--- config.mk ---
export PLATFORM = sky130hd
export DESIGN_NAME = tdm_rx
export DESIGN_NICKNAME = d
export VERILOG_FILES = /design/src/rtl/tdm_rx_pkg.sv /design/src/rtl/tdm_rx_strobe.sv /design/src/rtl/tdm_rx_framer.sv /design/src/rtl/tdm_rx_assembler.sv /design/src/rtl/tdm_rx.sv
export SDC_FILE = /design/constraint.sdc
export NUM_CORES = 1
export LEC_CHECK = 0
export ABC_AREA = 0
export BUFFER_PORTS_ARGS = -buffer_cell sky130_fd_sc_hd__buf_2
export CAP_MARGIN = 25
export CORE_MARGIN = 2
export CORE_UTILIZATION = 30
export DETAILED_ROUTE_END_ITERATION = 8
export PLACE_DENSITY = 0.46
export SLEW_MARGIN = 30
export SYNTH_ARGS = -nofsm -noshare
export SYNTH_HDL_FRONTEND = slang
export SYNTH_SLANG_ARGS = --single-unit
--- constraint.sdc ---
create_clock -name clk -period 7.9 [get_ports clk]
set_input_delay 1.58 -clock clk [delete_from_list [all_inputs] [get_ports clk]]
set_output_delay 1.58 -clock clk [all_outputs]
set_load 0.01 [all_outputs]
--- src/rtl/tdm_rx_pkg.sv ---
// Shared types for the TDM receiver.
package tdm_rx_pkg;

    // Sync tracking code driven onto the lock_state port.
    typedef enum logic [1:0] {
        LK_IDLE   = 2'd0,
        LK_FIRST  = 2'd1,
        LK_LOCKED = 2'd2
    } lock_e;

endpackage

--- src/rtl/tdm_rx_strobe.sv ---
// tdm_rx_strobe: selects the clock/sync source (own or shared), picks the
// sampling edge for sync and data, and turns sync samples into a sync hit
// aligned to a data sample.
// Assumes the rise and fall strobes are single-cycle and never both high.
module tdm_rx_strobe (
    input  logic clk,
    input  logic rst_n,
    input  logic cfg_shared,
    input  logic rx_clk_rise,
    input  logic rx_clk_fall,
    input  logic rx_sync,
    input  logic tx_clk_rise,
    input  logic tx_clk_fall,
    input  logic tx_sync,
    input  logic cfg_sync_word,
    input  logic cfg_sync_low,
    input  logic cfg_sync_fall,
    input  logic cfg_data_fall,
    output logic data_stb,
    output logic sync_hit
);
    logic rise_s, fall_s, sync_lvl;
    logic sync_stb, sync_act, sync_det;
    logic prev_act, pending;

    // Pick the strobe and sync source, then the edges used for sampling.
    always_comb begin
        rise_s   = cfg_shared ? tx_clk_rise : rx_clk_rise;
        fall_s   = cfg_shared ? tx_clk_fall : rx_clk_fall;
        sync_lvl = cfg_shared ? tx_sync     : rx_sync;
        sync_stb = cfg_sync_fall ? fall_s : rise_s;
        data_stb = cfg_data_fall ? fall_s : rise_s;
        sync_act = sync_lvl ^ cfg_sync_low;
        sync_det = sync_stb & sync_act & (~cfg_sync_word | ~prev_act);
        sync_hit = data_stb & (sync_det | pending);
    end

    // Remember the previous sampled sync level for leading-edge detection.
    always_ff @(posedge clk) begin
        if (!rst_n)        prev_act <= 1'b0;
        else if (sync_stb) prev_act <= sync_act;
    end

    // Hold a sync seen between data samples until the next data sample.
    always_ff @(posedge clk) begin
        if (!rst_n)        pending <= 1'b0;
        else if (data_stb) pending <= 1'b0;
        else if (sync_det) pending <= 1'b1;
    end
endmodule

--- src/rtl/tdm_rx_framer.sv ---
// tdm_rx_framer: tracks the bit and slot position of each data sample,
// checks syncs against the expected frame boundary, keeps the lock code and
// reports misplaced syncs. Assumes cfg_* are stable while receiving.
module tdm_rx_framer
    import tdm_rx_pkg::*;
#(
    parameter int SLOT_W = 3,
    parameter int BIT_W  = 4,
    parameter int WORD_W = 16
) (
    input  logic              clk,
    input  logic              rst_n,
    input  logic              data_stb,
    input  logic              sync_hit,
    input  logic [SLOT_W-1:0] cfg_last_slot,
    input  logic              cfg_wide,
    input  logic [1:0]        cfg_delay,
    output logic [SLOT_W-1:0] cur_slot,
    output logic [BIT_W-1:0]  cur_bit,
    output logic [BIT_W-1:0]  last_bit,
    output logic              word_ok,
    output lock_e             lock_q,
    output logic              sync_err_evt
);
    logic [SLOT_W-1:0] pos_slot, exp_slot, nxt_slot;
    logic [BIT_W-1:0]  pos_bit, exp_bit, nxt_bit;
    logic              good_q, match, realign, err;

    // Expected position of the sync-aligned sample and the current sample.
    always_comb begin
        last_bit = cfg_wide ? BIT_W'(WORD_W - 1) : BIT_W'(WORD_W / 2 - 1);
        exp_slot = (cfg_delay == 2'd0) ? '0 : cfg_last_slot;
        exp_bit  = (cfg_delay == 2'd0) ? '0
                 : BIT_W'(last_bit - BIT_W'(cfg_delay) + BIT_W'(1));
        match    = (pos_slot == exp_slot) && (pos_bit == exp_bit);
        realign  = sync_hit && ((lock_q == LK_IDLE) || !match);
        err      = sync_hit && (lock_q != LK_IDLE) && !match;
        cur_slot = realign ? exp_slot : pos_slot;
        cur_bit  = realign ? exp_bit  : pos_bit;
        word_ok  = realign ? (cur_bit == '0)
                 : ((good_q || cur_bit == '0) && lock_q != LK_IDLE);
    end

    // Position of the sample after the current one.
    always_comb begin
        if (cur_bit >= last_bit) begin
            nxt_bit  = '0;
            nxt_slot = (cur_slot >= cfg_last_slot) ? '0 : SLOT_W'(cur_slot + 1'b1);
        end else begin
            nxt_bit  = BIT_W'(cur_bit + 1'b1);
            nxt_slot = cur_slot;
        end
    end

    // Advance the bit and slot counters on each data sample.
    always_ff @(posedge clk) begin
        if (!rst_n) begin
            pos_slot <= '0;
            pos_bit  <= '0;
            good_q   <= 1'b0;
        end else if (data_stb) begin
            pos_slot <= nxt_slot;
            pos_bit  <= nxt_bit;
            good_q   <= word_ok;
        end
    end

    // Lock code: first sync, then locked on a correctly placed sync.
    always_ff @(posedge clk) begin
        if (!rst_n)                                lock_q <= LK_IDLE;
        else if (realign)                          lock_q <= LK_FIRST;
        else if (sync_hit && lock_q == LK_FIRST)   lock_q <= LK_LOCKED;
    end

    // One-cycle pulse for a sync at the wrong bit position.
    always_ff @(posedge clk) begin
        if (!rst_n) sync_err_evt <= 1'b0;
        else        sync_err_evt <= err;
    end
endmodule

--- src/rtl/tdm_rx_assembler.sv ---
// tdm_rx_assembler: collects data bits into a word in the chosen bit order
// and presents finished words of enabled slots for one cycle; flags words
// the consumer did not accept. Assumes one data sample per strobe.
module tdm_rx_assembler #(
    parameter int MAX_SLOTS = 8,
    parameter int SLOT_W    = 3,
    parameter int BIT_W     = 4,
    parameter int WORD_W    = 16
) (
    input  logic                 clk,
    input  logic                 rst_n,
    input  logic                 data_stb,
    input  logic                 data_bit,
    input  logic [SLOT_W-1:0]    cur_slot,
    input  logic [BIT_W-1:0]     cur_bit,
    input  logic [BIT_W-1:0]     last_bit,
    input  logic                 word_ok,
    input  logic                 cfg_lsb_first,
    input  logic [MAX_SLOTS-1:0] cfg_slot_en,
    input  logic                 word_ready,
    output logic                 word_valid,
    output logic [WORD_W-1:0]    word_data,
    output logic [SLOT_W-1:0]    word_slot,
    output logic                 overrun_evt
);
    logic [WORD_W-1:0] acc_q, acc_d;
    logic [BIT_W-1:0]  idx;
    logic              emit;

    // Place the current bit into the word being assembled.
    always_comb begin
        idx   = cfg_lsb_first ? cur_bit : BIT_W'(last_bit - cur_bit);
        acc_d = (cur_bit == '0) ? '0 : acc_q;
        acc_d[idx] = data_bit;
        emit  = data_stb && (cur_bit == last_bit) && word_ok
             && cfg_slot_en[cur_slot];
    end

    // Word accumulator.
    always_ff @(posedge clk) begin
        if (!rst_n)        acc_q <= '0;
        else if (data_stb) acc_q <= acc_d;
    end

    // Present the finished word with its slot number for one cycle.
    always_ff @(posedge clk) begin
        if (!rst_n) begin
            word_valid <= 1'b0;
            word_data  <= '0;
            word_slot  <= '0;
        end else begin
            word_valid <= emit;
            if (emit) begin
                word_data <= acc_d;
                word_slot <= cur_slot;
            end
        end
    end

    // Flag a presented word that the consumer did not take.
    always_ff @(posedge clk) begin
        if (!rst_n) overrun_evt <= 1'b0;
        else        overrun_evt <= word_valid & ~word_ready;
    end
endmodule

--- src/rtl/tdm_rx.sv ---
// tdm_rx: TDM serial receiver top. Strobe selection, frame tracking and
// word assembly are chained; all configuration is taken from run-time ports.
// Assumes bit-clock strobes are already synchronous to clk.
module tdm_rx
    import tdm_rx_pkg::*;
#(
    parameter int MAX_SLOTS = 8,
    parameter int WORD_W    = 16,
    localparam int SLOT_W   = (MAX_SLOTS > 1) ? $clog2(MAX_SLOTS) : 1,
    localparam int BIT_W    = $clog2(WORD_W)
) (
    input  logic                 clk,
    input  logic                 rst_n,
    input  logic                 cfg_shared,
    input  logic                 rx_clk_rise,
    input  logic                 rx_clk_fall,
    input  logic                 rx_sync,
    input  logic                 tx_clk_rise,
    input  logic                 tx_clk_fall,
    input  logic                 tx_sync,
    input  logic                 rx_data,
    input  logic [SLOT_W-1:0]    cfg_last_slot,
    input  logic                 cfg_wide,
    input  logic                 cfg_sync_word,
    input  logic                 cfg_sync_low,
    input  logic                 cfg_sync_fall,
    input  logic                 cfg_data_fall,
    input  logic [1:0]           cfg_delay,
    input  logic                 cfg_lsb_first,
    input  logic [MAX_SLOTS-1:0] cfg_slot_en,
    input  logic                 word_ready,
    output logic                 word_valid,
    output logic [WORD_W-1:0]    word_data,
    output logic [SLOT_W-1:0]    word_slot,
    output logic [1:0]           lock_state,
    output logic                 overrun_evt,
    output logic                 sync_err_evt
);
    logic              data_stb, sync_hit, word_ok;
    logic [SLOT_W-1:0] cur_slot;
    logic [BIT_W-1:0]  cur_bit, last_bit;
    lock_e             lock_q;

    tdm_rx_strobe u_strobe (
        .clk           (clk),
        .rst_n         (rst_n),
        .cfg_shared    (cfg_shared),
        .rx_clk_rise   (rx_clk_rise),
        .rx_clk_fall   (rx_clk_fall),
        .rx_sync       (rx_sync),
        .tx_clk_rise   (tx_clk_rise),
        .tx_clk_fall   (tx_clk_fall),
        .tx_sync       (tx_sync),
        .cfg_sync_word (cfg_sync_word),
        .cfg_sync_low  (cfg_sync_low),
        .cfg_sync_fall (cfg_sync_fall),
        .cfg_data_fall (cfg_data_fall),
        .data_stb      (data_stb),
        .sync_hit      (sync_hit)
    );

    tdm_rx_framer #(.SLOT_W(SLOT_W), .BIT_W(BIT_W), .WORD_W(WORD_W)) u_framer (
        .clk           (clk),
        .rst_n         (rst_n),
        .data_stb      (data_stb),
        .sync_hit      (sync_hit),
        .cfg_last_slot (cfg_last_slot),
        .cfg_wide      (cfg_wide),
        .cfg_delay     (cfg_delay),
        .cur_slot      (cur_slot),
        .cur_bit       (cur_bit),
        .last_bit      (last_bit),
        .word_ok       (word_ok),
        .lock_q        (lock_q),
        .sync_err_evt  (sync_err_evt)
    );

    tdm_rx_assembler #(
        .MAX_SLOTS (MAX_SLOTS),
        .SLOT_W    (SLOT_W),
        .BIT_W     (BIT_W),
        .WORD_W    (WORD_W)
    ) u_asm (
        .clk           (clk),
        .rst_n         (rst_n),
        .data_stb      (data_stb),
        .data_bit      (rx_data),
        .cur_slot      (cur_slot),
        .cur_bit       (cur_bit),
        .last_bit      (last_bit),
        .word_ok       (word_ok),
        .cfg_lsb_first (cfg_lsb_first),
        .cfg_slot_en   (cfg_slot_en),
        .word_ready    (word_ready),
        .word_valid    (word_valid),
        .word_data     (word_data),
        .word_slot     (word_slot),
        .overrun_evt   (overrun_evt)
    );

    // Export the lock code as a plain vector.
    always_comb lock_state = lock_q;
endmodule

* Word level (Yosys, flattened, before mapping)
Cells that the tools add are included.
** Storage, ports and cells
- Register bits :: 50
- Bits of input ports :: 30
- Output and inout bits :: 24
- Word-level logic and storage cells :: 81
** Operators by class
- Add/sub/neg operators :: 5
- Magnitude comparators :: 5
- Eq/ne operators :: 4
- Muxes and demuxes :: 23
- Bitwise gates (word level) :: 11
- Reduce and logical (&&, ||, !) cells :: 20
** Operators with widths (number)
- $mux 4 :: 5
- $bwmux 16 :: 1
- $mux 16 :: 1
- $mux 3 :: 4
- $logic_and 1x1->1 :: 10
- $mux 1 :: 10
- $add 4x1->4 const B :: 2
- $eq 4x4->1 :: 2
- $lt 4x5->1 const B :: 1
- $and 1x1->1 :: 4
- $demux 1 s4 :: 1
- $ge 4x1->1 const B :: 1
- $ge 4x4->1 :: 1
- $logic_not 2->1 :: 2
- $logic_not 4->1 :: 1
- $lt 3x4->1 const B :: 1
- $not 1->1 :: 4
- $reduce_bool 2->1 :: 2
- $reduce_or 2->1 :: 2
- $sub 4x2->4 :: 1
- $sub 4x4->4 :: 1
- $add 3x1->3 const B :: 1
- $bmux 1 s3 :: 1
- $eq 3x3->1 :: 1
- other kinds (6) :: 8

* Longest topological paths before layout
Gate-level depths: netlist (run 1).
- Depth in word-level cells :: 17
- Mapped depth :: 21
- Mapped depth without buffers :: 17

* Cells and area by module
A second synthesis (run 1) with hierarchy kept.
** Second synthesis, totals
- Cells, all modules :: 368
- Area total of the unflattened synthesis :: 3210.6 um^2
** By module, submodules not included
- tdm_rx_assembler :: times used 1, cells each 229, area each 2031.9 um^2
- tdm_rx_framer :: times used 1, cells each 127, area each 1016.0 um^2
- tdm_rx_strobe :: times used 1, cells each 12, area each 162.7 um^2

* Worst setup path after synthesis (run 1)
Ideal clock, no wire load.
- Path kind :: input -> register
- Start :: input port cfg_delay[0]
- End :: register u_asm.acc_q[4]
- Library setup time :: 0.128 ns
- Arrival :: 4.647 ns
- Path slack :: 3.125 ns
- Stages on the path :: 20
- Path buffers :: 5
- Path through :: inv_1 ha_1 buf_2 nor4b_2 nand2_1 a31oi_1 and3_1 buf_6 nor2_4 buf_2 a21boi_1 inv_1 ha_1 clkbuf_1 nor2b_1 clkbuf_1 nand2_1 and3_1 a221oi_1 nor2_1
** Between the ends
- Cells in the longest elaborated chain, start to end :: 16
** RTL lines
- start: declaration :: RTL line tdm_rx.sv:28 : input logic [1:0] cfg_delay,
- $sub 4x2->4 :: RTL line tdm_rx_framer.sv:34 : : BIT_W'(last_bit - BIT_W'(cfg_delay) + BIT_W'(1));
- $add 4x1->4 :: RTL line tdm_rx_framer.sv:34
- $mux 4 :: RTL line tdm_rx_framer.sv:33 : exp_bit = (cfg_delay == 2'd0) ? '0
- $eq 4x4->1 :: RTL line tdm_rx_framer.sv:35 : match = (pos_slot == exp_slot) && (pos_bit == exp_bit);
- $logic_and 1x1->1 :: RTL line tdm_rx_framer.sv:35
- $logic_not 1->1 :: RTL line tdm_rx_framer.sv:36 : realign = sync_hit && ((lock_q == LK_IDLE) || !match);
- $logic_or 1x1->1 :: RTL line tdm_rx_framer.sv:36
- $logic_and 1x1->1 :: RTL line tdm_rx_framer.sv:36
- $mux 4 (*) :: RTL line tdm_rx_framer.sv:39 : cur_bit = realign ? exp_bit : pos_bit;
- $sub 4x4->4 :: RTL line tdm_rx_assembler.sv:32 : idx = cfg_lsb_first ? cur_bit : BIT_W'(last_bit - cur_bit);
- $mux 4 :: RTL line tdm_rx_assembler.sv:32
- $lt 4x5->1 (implied by the code) or $ge 4x1->1 (tied branches) :: RTL line tdm_rx_assembler.sv:34 : acc_d[idx] = data_bit;
- $logic_and 1x1->1 (implied by the code) :: RTL line tdm_rx_assembler.sv:34
- $mux 1 (implied by the code) :: RTL line tdm_rx_assembler.sv:34
- $demux 1 s4
- $bwmux 16 (*) :: RTL line tdm_rx_assembler.sv:34
- end signal: assignment :: RTL line tdm_rx_assembler.sv:41 : if (!rst_n) acc_q <= '0;
- end signal: assignment :: RTL line tdm_rx_assembler.sv:42 : else if (data_stb) acc_q <= acc_d;
- end: declaration :: RTL line tdm_rx_assembler.sv:26 : logic [WORD_W-1:0] acc_q, acc_d;
Every way passes the cells marked *; elsewhere a longest branch is shown, timed or not.
A chain may end at the register's enable or synchronous reset.

* Worst setup path in the final report (run 1)
- Start :: input port cfg_delay[0]
- End :: register u_asm.word_data[4]
** Between the ends
- Cells in the longest elaborated chain, start to end :: 16
** RTL lines
- $sub 4x2->4 :: RTL line tdm_rx_framer.sv:34
- $add 4x1->4 :: RTL line tdm_rx_framer.sv:34
- $mux 4 :: RTL line tdm_rx_framer.sv:33
- $eq 4x4->1 :: RTL line tdm_rx_framer.sv:35
- $logic_and 1x1->1 :: RTL line tdm_rx_framer.sv:35
- $logic_not 1->1 :: RTL line tdm_rx_framer.sv:36
- $logic_or 1x1->1 :: RTL line tdm_rx_framer.sv:36
- $logic_and 1x1->1 :: RTL line tdm_rx_framer.sv:36
- $mux 4 :: RTL line tdm_rx_framer.sv:39
- $sub 4x4->4 :: RTL line tdm_rx_assembler.sv:32
- $mux 4 :: RTL line tdm_rx_assembler.sv:32
- $lt 4x5->1 (implied by the code) or $ge 4x1->1 (tied branches) :: RTL line tdm_rx_assembler.sv:34
- $logic_and 1x1->1 (implied by the code) :: RTL line tdm_rx_assembler.sv:34
- $mux 1 (implied by the code) :: RTL line tdm_rx_assembler.sv:34
- $demux 1 s4
- $bwmux 16 :: RTL line tdm_rx_assembler.sv:34
- end signal: assignment :: RTL line tdm_rx_assembler.sv:49 : word_data <= '0;
- end signal: assignment :: RTL line tdm_rx_assembler.sv:54 : word_data <= acc_d;
- end: declaration :: RTL line tdm_rx_assembler.sv:22 : output logic [WORD_W-1:0] word_data,
Parallel ways exist; a longest one is shown, timed or not. The select of a mux whose other input is x is not followed.

==> results.toml, run 1 <==
[status]
outcome = "complete, no violations"

[setup_path]
end_kind = "flop"
crit_fanout = 18
start_kind = "input port"
required_ns = 8.11
r2r_setup_slack_ns = 3.98
cp.arrival_ns = 5.53
worstSetupPathType = "input port to flop"

[logic_synthesis]
syn_nets = 461
mappedNetlistArea_um2 = 3370
synth-seq-cells = 50
yosysWarnings = 0
syn_area_per_cell_um2 = 7.96
ys_async_sr_fraction = 0
netlist_instances = 423
ys_seq_area_frac = 0.297
ys.flop_type = "dfxtp_1"
yosysTopAreaCellShare = 0.297
synth_top_cell_by_area = "dfxtp_1"
synth_edf_count = 0
synth_area_leaders = "dfxtp_1 (30%), nand2_1 (6.7%), mux2i_1 (5.6%)"
ys_types = 78

[job]
cap_violations = 0

[clock_network]
cts_root_buffer = "clkbuf_8"
cts_buffer_depth = 2
htreeDepth = 2
worstSkewPairLatency_ns = 0.32
clkTransAtPathRegs_ns = 0.10
cts.sinks = 50
cts_setup_buffers = 0
cts_resized = 0
numCtsBuffers = 5
cts_tree = "built"
cts_hold_buf = 0

[timing]
setup_viol_count_final = 0
setup_slack_ns = 2.59
relSlewSlack = 0.368
finalHoldViolations = 0
rsz0062_at_grt = "no"
slew_viol_final = 0
period_share = 0.672
whs_ns = 0.460
finalSetupTns_ns = 0
max_freq_mhz = 188
finalCriticalPeriod_ns = 5.31
worstMarginPinSlew_ns = 0.946
fin_skew_ns = 0.00996

[placed_design]
dp_cells = 590
detailed_place_hpwl_um = 7210
placed_cell_area_um2 = 3660
pre_cts_ws_ns = 2.26
gp_congestion = 0.906
io_buffers = 53

[route]
num_vias = 3212
routedWlPerCell_um = 16.3
drt_iter0_markers = 277
finalWirelength_um = 9740
drtAntennaViolNets = 0
drcViolationCount = 0
firstDrtPassIters = 5
vias_per_cell = 5.37

[floorplan]
rows = 38
pin_count = 54
die_h_um = 110
die_w_um = 110
coreArea_um2 = 10900
die-area_um2 = 12100
initial_core_util = 0.309

[global_route]
use_met2 = 0.279
track_usage = 0.173
grt_pass1_wl_um = 16100
busiest_layer = "met2"
grt_max_degree = 41
grt-ovfl-total = 0
grt_antenna_before_repair = 0
grt.met3_usage = 0.0249
use_met1 = 0.234
grt_pass1_vias = 3034

[cells_and_area]
drive_above_1_share = 0.199
area_growth_pct = 12.5
final_cell_area_um2 = 3790
diodes = 0
stdcell_count = 598
num-fill-cells = 1188
nNetsFinal = 495
postLayoutCoreUtil = 0.348
mostFrequentLayoutCells = "nand2_1 (60), buf_2 (53), dfxtp_1 (50)"
mostFrequentLayoutCell = "nand2_1"

[hold_path]
hold_path_class = "flop to flop"

[power]
power_uw = 702
leakagePower_nw = 1.61
powerDensity_nw_per_um2 = 185
irDropWorstVdd_v = 0.0000810
==> final timing paths <==
kind / from / end / cells after the start
max: cfg_delay[0] / u_asm.word_data[4] / 14
min: u_asm.word_valid / u_asm.overrun_evt / 2
max reg2reg: u_framer.pos_bit[2] / u_asm.word_data[4] / 12
min reg2reg: u_asm.word_valid / u_asm.overrun_evt / 2
==> per-layer routing <==
metal	up-vias	wire length [um]
met1	1523	4690
met5	-	0
met3	10	378
met4	0	173
met2	91	4490
li1	1588	-
==> cell usage after synthesis (8+ instances only) <==
cell type,n
a211oi_1,10
a21oi_1,25
a31oi_1,8
and2_1,9
clkbuf_1,13
dfxtp_1,50
ha_1,8
inv_1,22
mux2i_1,19
nand2_1,60
nor2_1,40
nor3_1,8
o21ai_1,8
==> layout make-up <==
cell class	instances	area, um2	area share
multi-input cells	324	2140	0.566
flip-flops and latches	50	1000	0.264
repair buffers	53	265	0.0700
well taps	140	175	0.0462
inverters	23	86.3	0.0228
clock buffers	5	68.8	0.0182
clock inverters	3	47.5	0.0125
==> sequential cells by signal, indices dropped and copies added, names as in the netlist, 2 cells and up <==
name,cells
u_asm.word_data,16
u_asm.word_slot,3
u_framer.pos_slot,3
u_framer.pos_bit,4
u_asm.acc_q,16
u_framer.lock_q,2
==> report_power, final <==
group	switching (mW)	leakage [nW]	internal (mW)	total (mW)
Combinational	0.149	1.14	0.0797	0.229
Clock	0.100	0.0591	0.0968	0.197
Sequential	0.0119	0.405	0.264	0.276
==> critical path, cell delays in order <==
cell	delay, ns
buf_2	0.12
inv_1	0.07
ha_1	0.58
o21ai_1	0.17
a31oi_1	0.29
and3_1	0.45
nor2_4	0.15
a21boi_1	0.40
inv_1	0.09
ha_1	0.45
nand2_2	0.10
nor3_4	0.58
nand2_4	0.29
mux2i_1	0.19
==> kinds of logic (layout without fill, tap and decap cells) <==
logic type / Yosys count / after routing / synth area share
buffers and inverters: 49 / 84 / 0.0695
xor gates and xnor gates: 5 / 5 / 0.0130
AOI/OAI and AO/OA: 123 / 123 / 0.277
and+or+nand+nor: 166 / 166 / 0.247
adders and majority gates: 8 / 8 / 0.0297
DFF: 50 / 50 / 0.297
muxes: 22 / 22 / 0.0672
Note: power is estimated with default switching activity, not from simulation.
==> run 2, diff against run 1 <==
--- a/config.mk
+++ b/config.mk
@@ -11,7 +11,7 @@
 export CORE_MARGIN = 2
 export CORE_UTILIZATION = 30
 export DETAILED_ROUTE_END_ITERATION = 8
-export PLACE_DENSITY = 0.46
+export PLACE_DENSITY = 0.47
 export SLEW_MARGIN = 30
 export SYNTH_ARGS = -nofsm -noshare
 export SYNTH_HDL_FRONTEND = slang
==> constraint.sdc (replaced) <==
create_clock -name clk -period 4.6 [get_ports clk]
set_input_delay 0.92 -clock clk [delete_from_list [all_inputs] [get_ports clk]]
set_output_delay 0.92 -clock clk [all_outputs]
set_load 0.01 [all_outputs]
==> results.toml, run 2 (synthesis gave the netlist of run 1 again) <==
[status]
outcome = "complete, no violations"

[placed_design]
placed_cell_area_um2 = 3810
detailed_place_hpwl_um = 7540
io_buffers = 53
gp_congestion = 0.924

[timing]
fin_skew_ns = 0.00813
max_freq_mhz = 251
worstMarginPinSlew_ns = 0.651
relSlewSlack = 0.564
period_share = 0.865
slew_viol_final = 0
rsz0062_at_grt = "no"
setup_viol_count_final = 0
finalSetupTns_ns = 0
finalHoldViolations = 0
finalCriticalPeriod_ns = 3.98

[setup_path]
cp.arrival_ns = 4.21
required_ns = 4.83
crit_fanout = 11
start_kind = "input port"
crit_buf_inv = 2
end_kind = "flop"
path_cells = "buf_2 -> inv_1 -> ha_1 -> nor4b_2 -> nand2_1 -> a31oi_1 -> and3_1 -> o21ai_1 -> and2_4 -> ha_1 -> nand2b_1 -> a21o_1 -> a21oi_1 -> nand2_1 -> o311a_1 -> a211oi_1"
cp_top_family = "compound AO/OA/AOI/OAI gates"
slowest_delay_ns = 0.44
crit_path_top_delay_cell = "and3_1"
worstSetupPathType = "input port to flop"

[clock_network]
cts_tree = "built"
cts_buffer_depth = 2
cts_hold_buf = 0
cts_root_buffer = "clkbuf_8"
cts_resized = 0
cts_setup_buffers = 0
numCtsBuffers = 5
clkTransAtPathRegs_ns = 0.10
cts.sinks = 50
htreeDepth = 2
worstSkewPairLatency_ns = 0.32

[route]
drcViolationCount = 0
num_vias = 3276
vias_per_cell = 5.30
finalWirelength_um = 9950
routedWlPerCell_um = 16.1
firstDrtPassIters = 4
drt_iter0_markers = 168
drtAntennaViolNets = 0

[cells_and_area]
nNetsFinal = 515
mostFrequentLayoutCell = "nand2_1"
mostFrequentLayoutCells = "nand2_1 (60), buf_2 (53), dfxtp_1 (50)"
area_growth_pct = 17.1
final_cell_area_um2 = 3940
reg_top3 = "u_asm.acc_q x16, u_asm.word_data x16, u_framer.pos_bit x4"
diodes = 0
drive_above_1_share = 0.234

[global_route]
grt_max_degree = 41
grt_antenna_before_repair = 0
grt_pass1_vias = 3255
grt_pass1_wl_um = 16600
track_usage = 0.177
grt-ovfl-total = 0

[power]
powerDensity_nw_per_um2 = 316
irDropWorstVdd_v = 0.000108
leakagePower_nw = 1.71
power_mw = 1.24

[floorplan]
rows = 38
pin_count = 54
die-area_um2 = 12100
coreArea_um2 = 10900
die_h_um = 110
initial_core_util = 0.309
die_w_um = 110

[hold_path]
hold_path_class = "flop to flop"

[job]
cap_violations = 0
[run 2: cell count changes in the layout (fill, tap and decap cells not counted), sizes merged]
cell	delta
buf	+20
clkbuf	+1
inv	-1
[run 2: worst paths after layout]
| check | start | endpoint | slack, ns | cells after the start |
|---|---|---|---|---|
| setup / recovery | cfg_delay[0] | u_framer.pos_slot[2] | 0.62 | 16 |
| setup reg to reg | u_framer.pos_bit[2] | u_framer.pos_slot[2] | 1.24 | 13 |
| hold reg to reg | u_asm.word_valid | u_asm.overrun_evt | 0.44 | 2 |
| hold / removal | u_asm.word_valid | u_asm.overrun_evt | 0.44 | 2 |
[run 2: metal layers]
metal | vias up | wire (um) | global-route usage
met2 | 58 | 4730 | 0.292
met5 | - | 0 | 0
li1 | 1636 | - | -
met3 | 11 | 298 | 0.0243
met4 | 0 | 179 | 0.0570
met1 | 1571 | 4750 | 0.236
[run 2: power breakdown]
part           total [mW]  internal, mW  switching (mW)  leakage, nW
registers           0.473         0.453          0.0205        0.405
logic               0.428         0.164           0.263         1.24
clock network       0.344         0.179           0.164       0.0618
[run 2: final cells by class]
| type | instances | area (um2) |
|---|---|---|
| clock inverter | 2 | 38.8 |
| fill | 1158 | 6940 |
| tap | 140 | 175 |
| inverter | 23 | 86.3 |
| multi-input combinational | 324 | 2140 |
| clock buffer | 6 | 82.6 |
| sequential | 50 | 1000 |
| timing repair buffer | 73 | 415 |
[run 2: metrics by stage]
stage / setup slack, ns / cells / hold WS (ns) / utilization
after CTS: 0.619 / 618 / 0.442 / 0.362
after global placement: 0.409 / 610 / 0.422 / 0.350
final: 0.622 / 618 / 0.439 / 0.362
after floorplan: 0.485 / 423 / 0.445 / -
after global routing: 0.337 / 618 / 0.475 / 0.362
after detailed placement: 0.301 / 610 / 0.427 / 0.350
[run 2: tightest hold or removal path, cell delays in order, from the launching register on]
cell	delay (ns)
dfxtp_1	0.32
nand2_1	0.05
nor2_1	0.03
==> run 3, diff against run 2 <==
--- a/config.mk
+++ b/config.mk
@@ -9,9 +9,9 @@
 export BUFFER_PORTS_ARGS = -buffer_cell sky130_fd_sc_hd__buf_2
 export CAP_MARGIN = 25
 export CORE_MARGIN = 2
-export CORE_UTILIZATION = 30
+export CORE_UTILIZATION = 36
 export DETAILED_ROUTE_END_ITERATION = 8
-export PLACE_DENSITY = 0.47
+export PLACE_DENSITY = 0.55
 export SLEW_MARGIN = 30
 export SYNTH_ARGS = -nofsm -noshare
 export SYNTH_HDL_FRONTEND = slang
==> results.toml, run 3 (synthesis gave the netlist of run 1 again) <==
[status]
outcome = "complete, no violations"

[placed_design]
pre_cts_ws_ns = 0.332
gp_congestion = 0.915
placed_cell_area_um2 = 3740
io_buffers = 53
detailed_place_hpwl_um = 7080
dp_cells = 576

[clock_network]
cts_tree = "built"
numCtsBuffers = 5
cts_hold_buf = 0
htreeDepth = 2
cts_resized = 0
clkTransAtPathRegs_ns = 0.10
cts.sinks = 50
worstSkewPairLatency_ns = 0.31
cts_root_buffer = "clkbuf_8"
cts_setup_buffers = 0
cts_buffer_depth = 2

[timing]
rsz0062_at_grt = "no"
worstMarginPinSlew_ns = 0.737
finalSetupTns_ns = 0
setup_viol_count_final = 0
slew_viol_final = 0
setup_slack_ns = 0.610
whs_ns = 0.449
relSlewSlack = 0.508
period_share = 0.867
fin_skew_ns = 0.0114
finalHoldViolations = 0
max_freq_mhz = 251
finalCriticalPeriod_ns = 3.99

[floorplan]
initial_core_util = 0.368
coreArea_um2 = 9150
rows = 35
die_h_um = 101
pin_count = 54
die_w_um = 101
die-area_um2 = 10100

[global_route]
grt_pass1_vias = 3074
track_usage = 0.190
grt_antenna_before_repair = 0
grt_pass1_wl_um = 15200
grt-ovfl-total = 0
grt_max_degree = 41

[route]
drtAntennaViolNets = 0
drt_iter0_markers = 190
firstDrtPassIters = 5
routedWlPerCell_um = 16.2
drcViolationCount = 0
finalWirelength_um = 9460
num_vias = 3323
vias_per_cell = 5.70

[cells_and_area]
nNetsFinal = 510
area_growth_pct = 14.3
postLayoutCoreUtil = 0.421
mostFrequentLayoutCell = "nand2_1"
drive_above_1_share = 0.225
mostFrequentLayoutCells = "nand2_1 (60), buf_2 (53), dfxtp_1 (50)"
diodes = 0
reg_top3 = "u_asm.acc_q x16, u_asm.word_data x16, u_framer.pos_bit x4"
num-fill-cells = 949
stdcell_count = 583
final_cell_area_um2 = 3850

[power]
irDropWorstVdd_v = 0.000123
power_mw = 1.21
powerDensity_nw_per_um2 = 314
leakagePower_nw = 1.67

[setup_path]
r2r_start = "u_framer.pos_bit[2]"
required_ns = 4.85
r2r_cells = 14
crit_fanout = 11
rr_endpoint = "u_asm.word_data[0]"
cp.arrival_ns = 4.24
r2r_setup_slack_ns = 1.23
start_kind = "input port"
end_kind = "flop"
worstSetupPathType = "input port to flop"

[hold_path]
hold_path_class = "flop to flop"
holdPathEnd = "u_asm.overrun_evt"
hold_path_depth = 2
min_from = "u_asm.word_valid"

[job]
cap_violations = 0
-- run 3: layout make-up --
cell class,instances,area (um2),share of cell area
multi-input cells,324,2140,0.555
flip-flops and latches,50,1000,0.260
repair buffers,68,378,0.0982
well taps,111,139,0.0361
inverters,23,86.3,0.0224
clock buffers,5,68.8,0.0179
clock inverters,2,38.8,0.0101
-- run 3: worst max-delay path by stage --
| stage | startpoint | endpoint |
|---|---|---|
| floorplan | cfg_delay[0] | u_asm.acc_q[4] |
| global placement | cfg_delay[0] | u_asm.word_data[0] |
| detailed placement | cfg_delay[0] | u_asm.word_data[0] |
| CTS | cfg_delay[0] | u_asm.word_data[0] |
| global route | cfg_delay[0] | u_asm.word_data[0] |
| finish | cfg_delay[0] | u_asm.word_data[0] |
-- run 3: worst max-delay path, cell delays in order --
cell       delay (ns)
buf_2            0.11
inv_1            0.05
ha_1             0.33
nor4b_2          0.25
nand2_1          0.08
a31oi_1          0.21
and3_1           0.41
nor2_4           0.12
a21boi_1         0.20
inv_1            0.07
ha_1             0.40
nor2b_1          0.18
buf_4            0.17
a2bb2oi_1        0.24
mux2i_1          0.27
nand2_1          0.07
mux2i_1          0.15
-- run 3: where the power goes --
part | switching [mW] | internal, mW | total (mW)
registers | 0.0194 | 0.453 | 0.472
logic | 0.261 | 0.156 | 0.418
clock network | 0.159 | 0.160 | 0.319
total | 0.439 | 0.770 | 1.21
-- run 3: routing by layer --
metal / vias up / track usage / part of all wire
met5: - / 0 / 0
met4: 0 / 0.0622 / 0.019
met3: 15 / 0.0402 / 0.062
met2: 113 / 0.300 / 0.45
met1: 1571 / 0.256 / 0.46
li1: 1624 / - / -
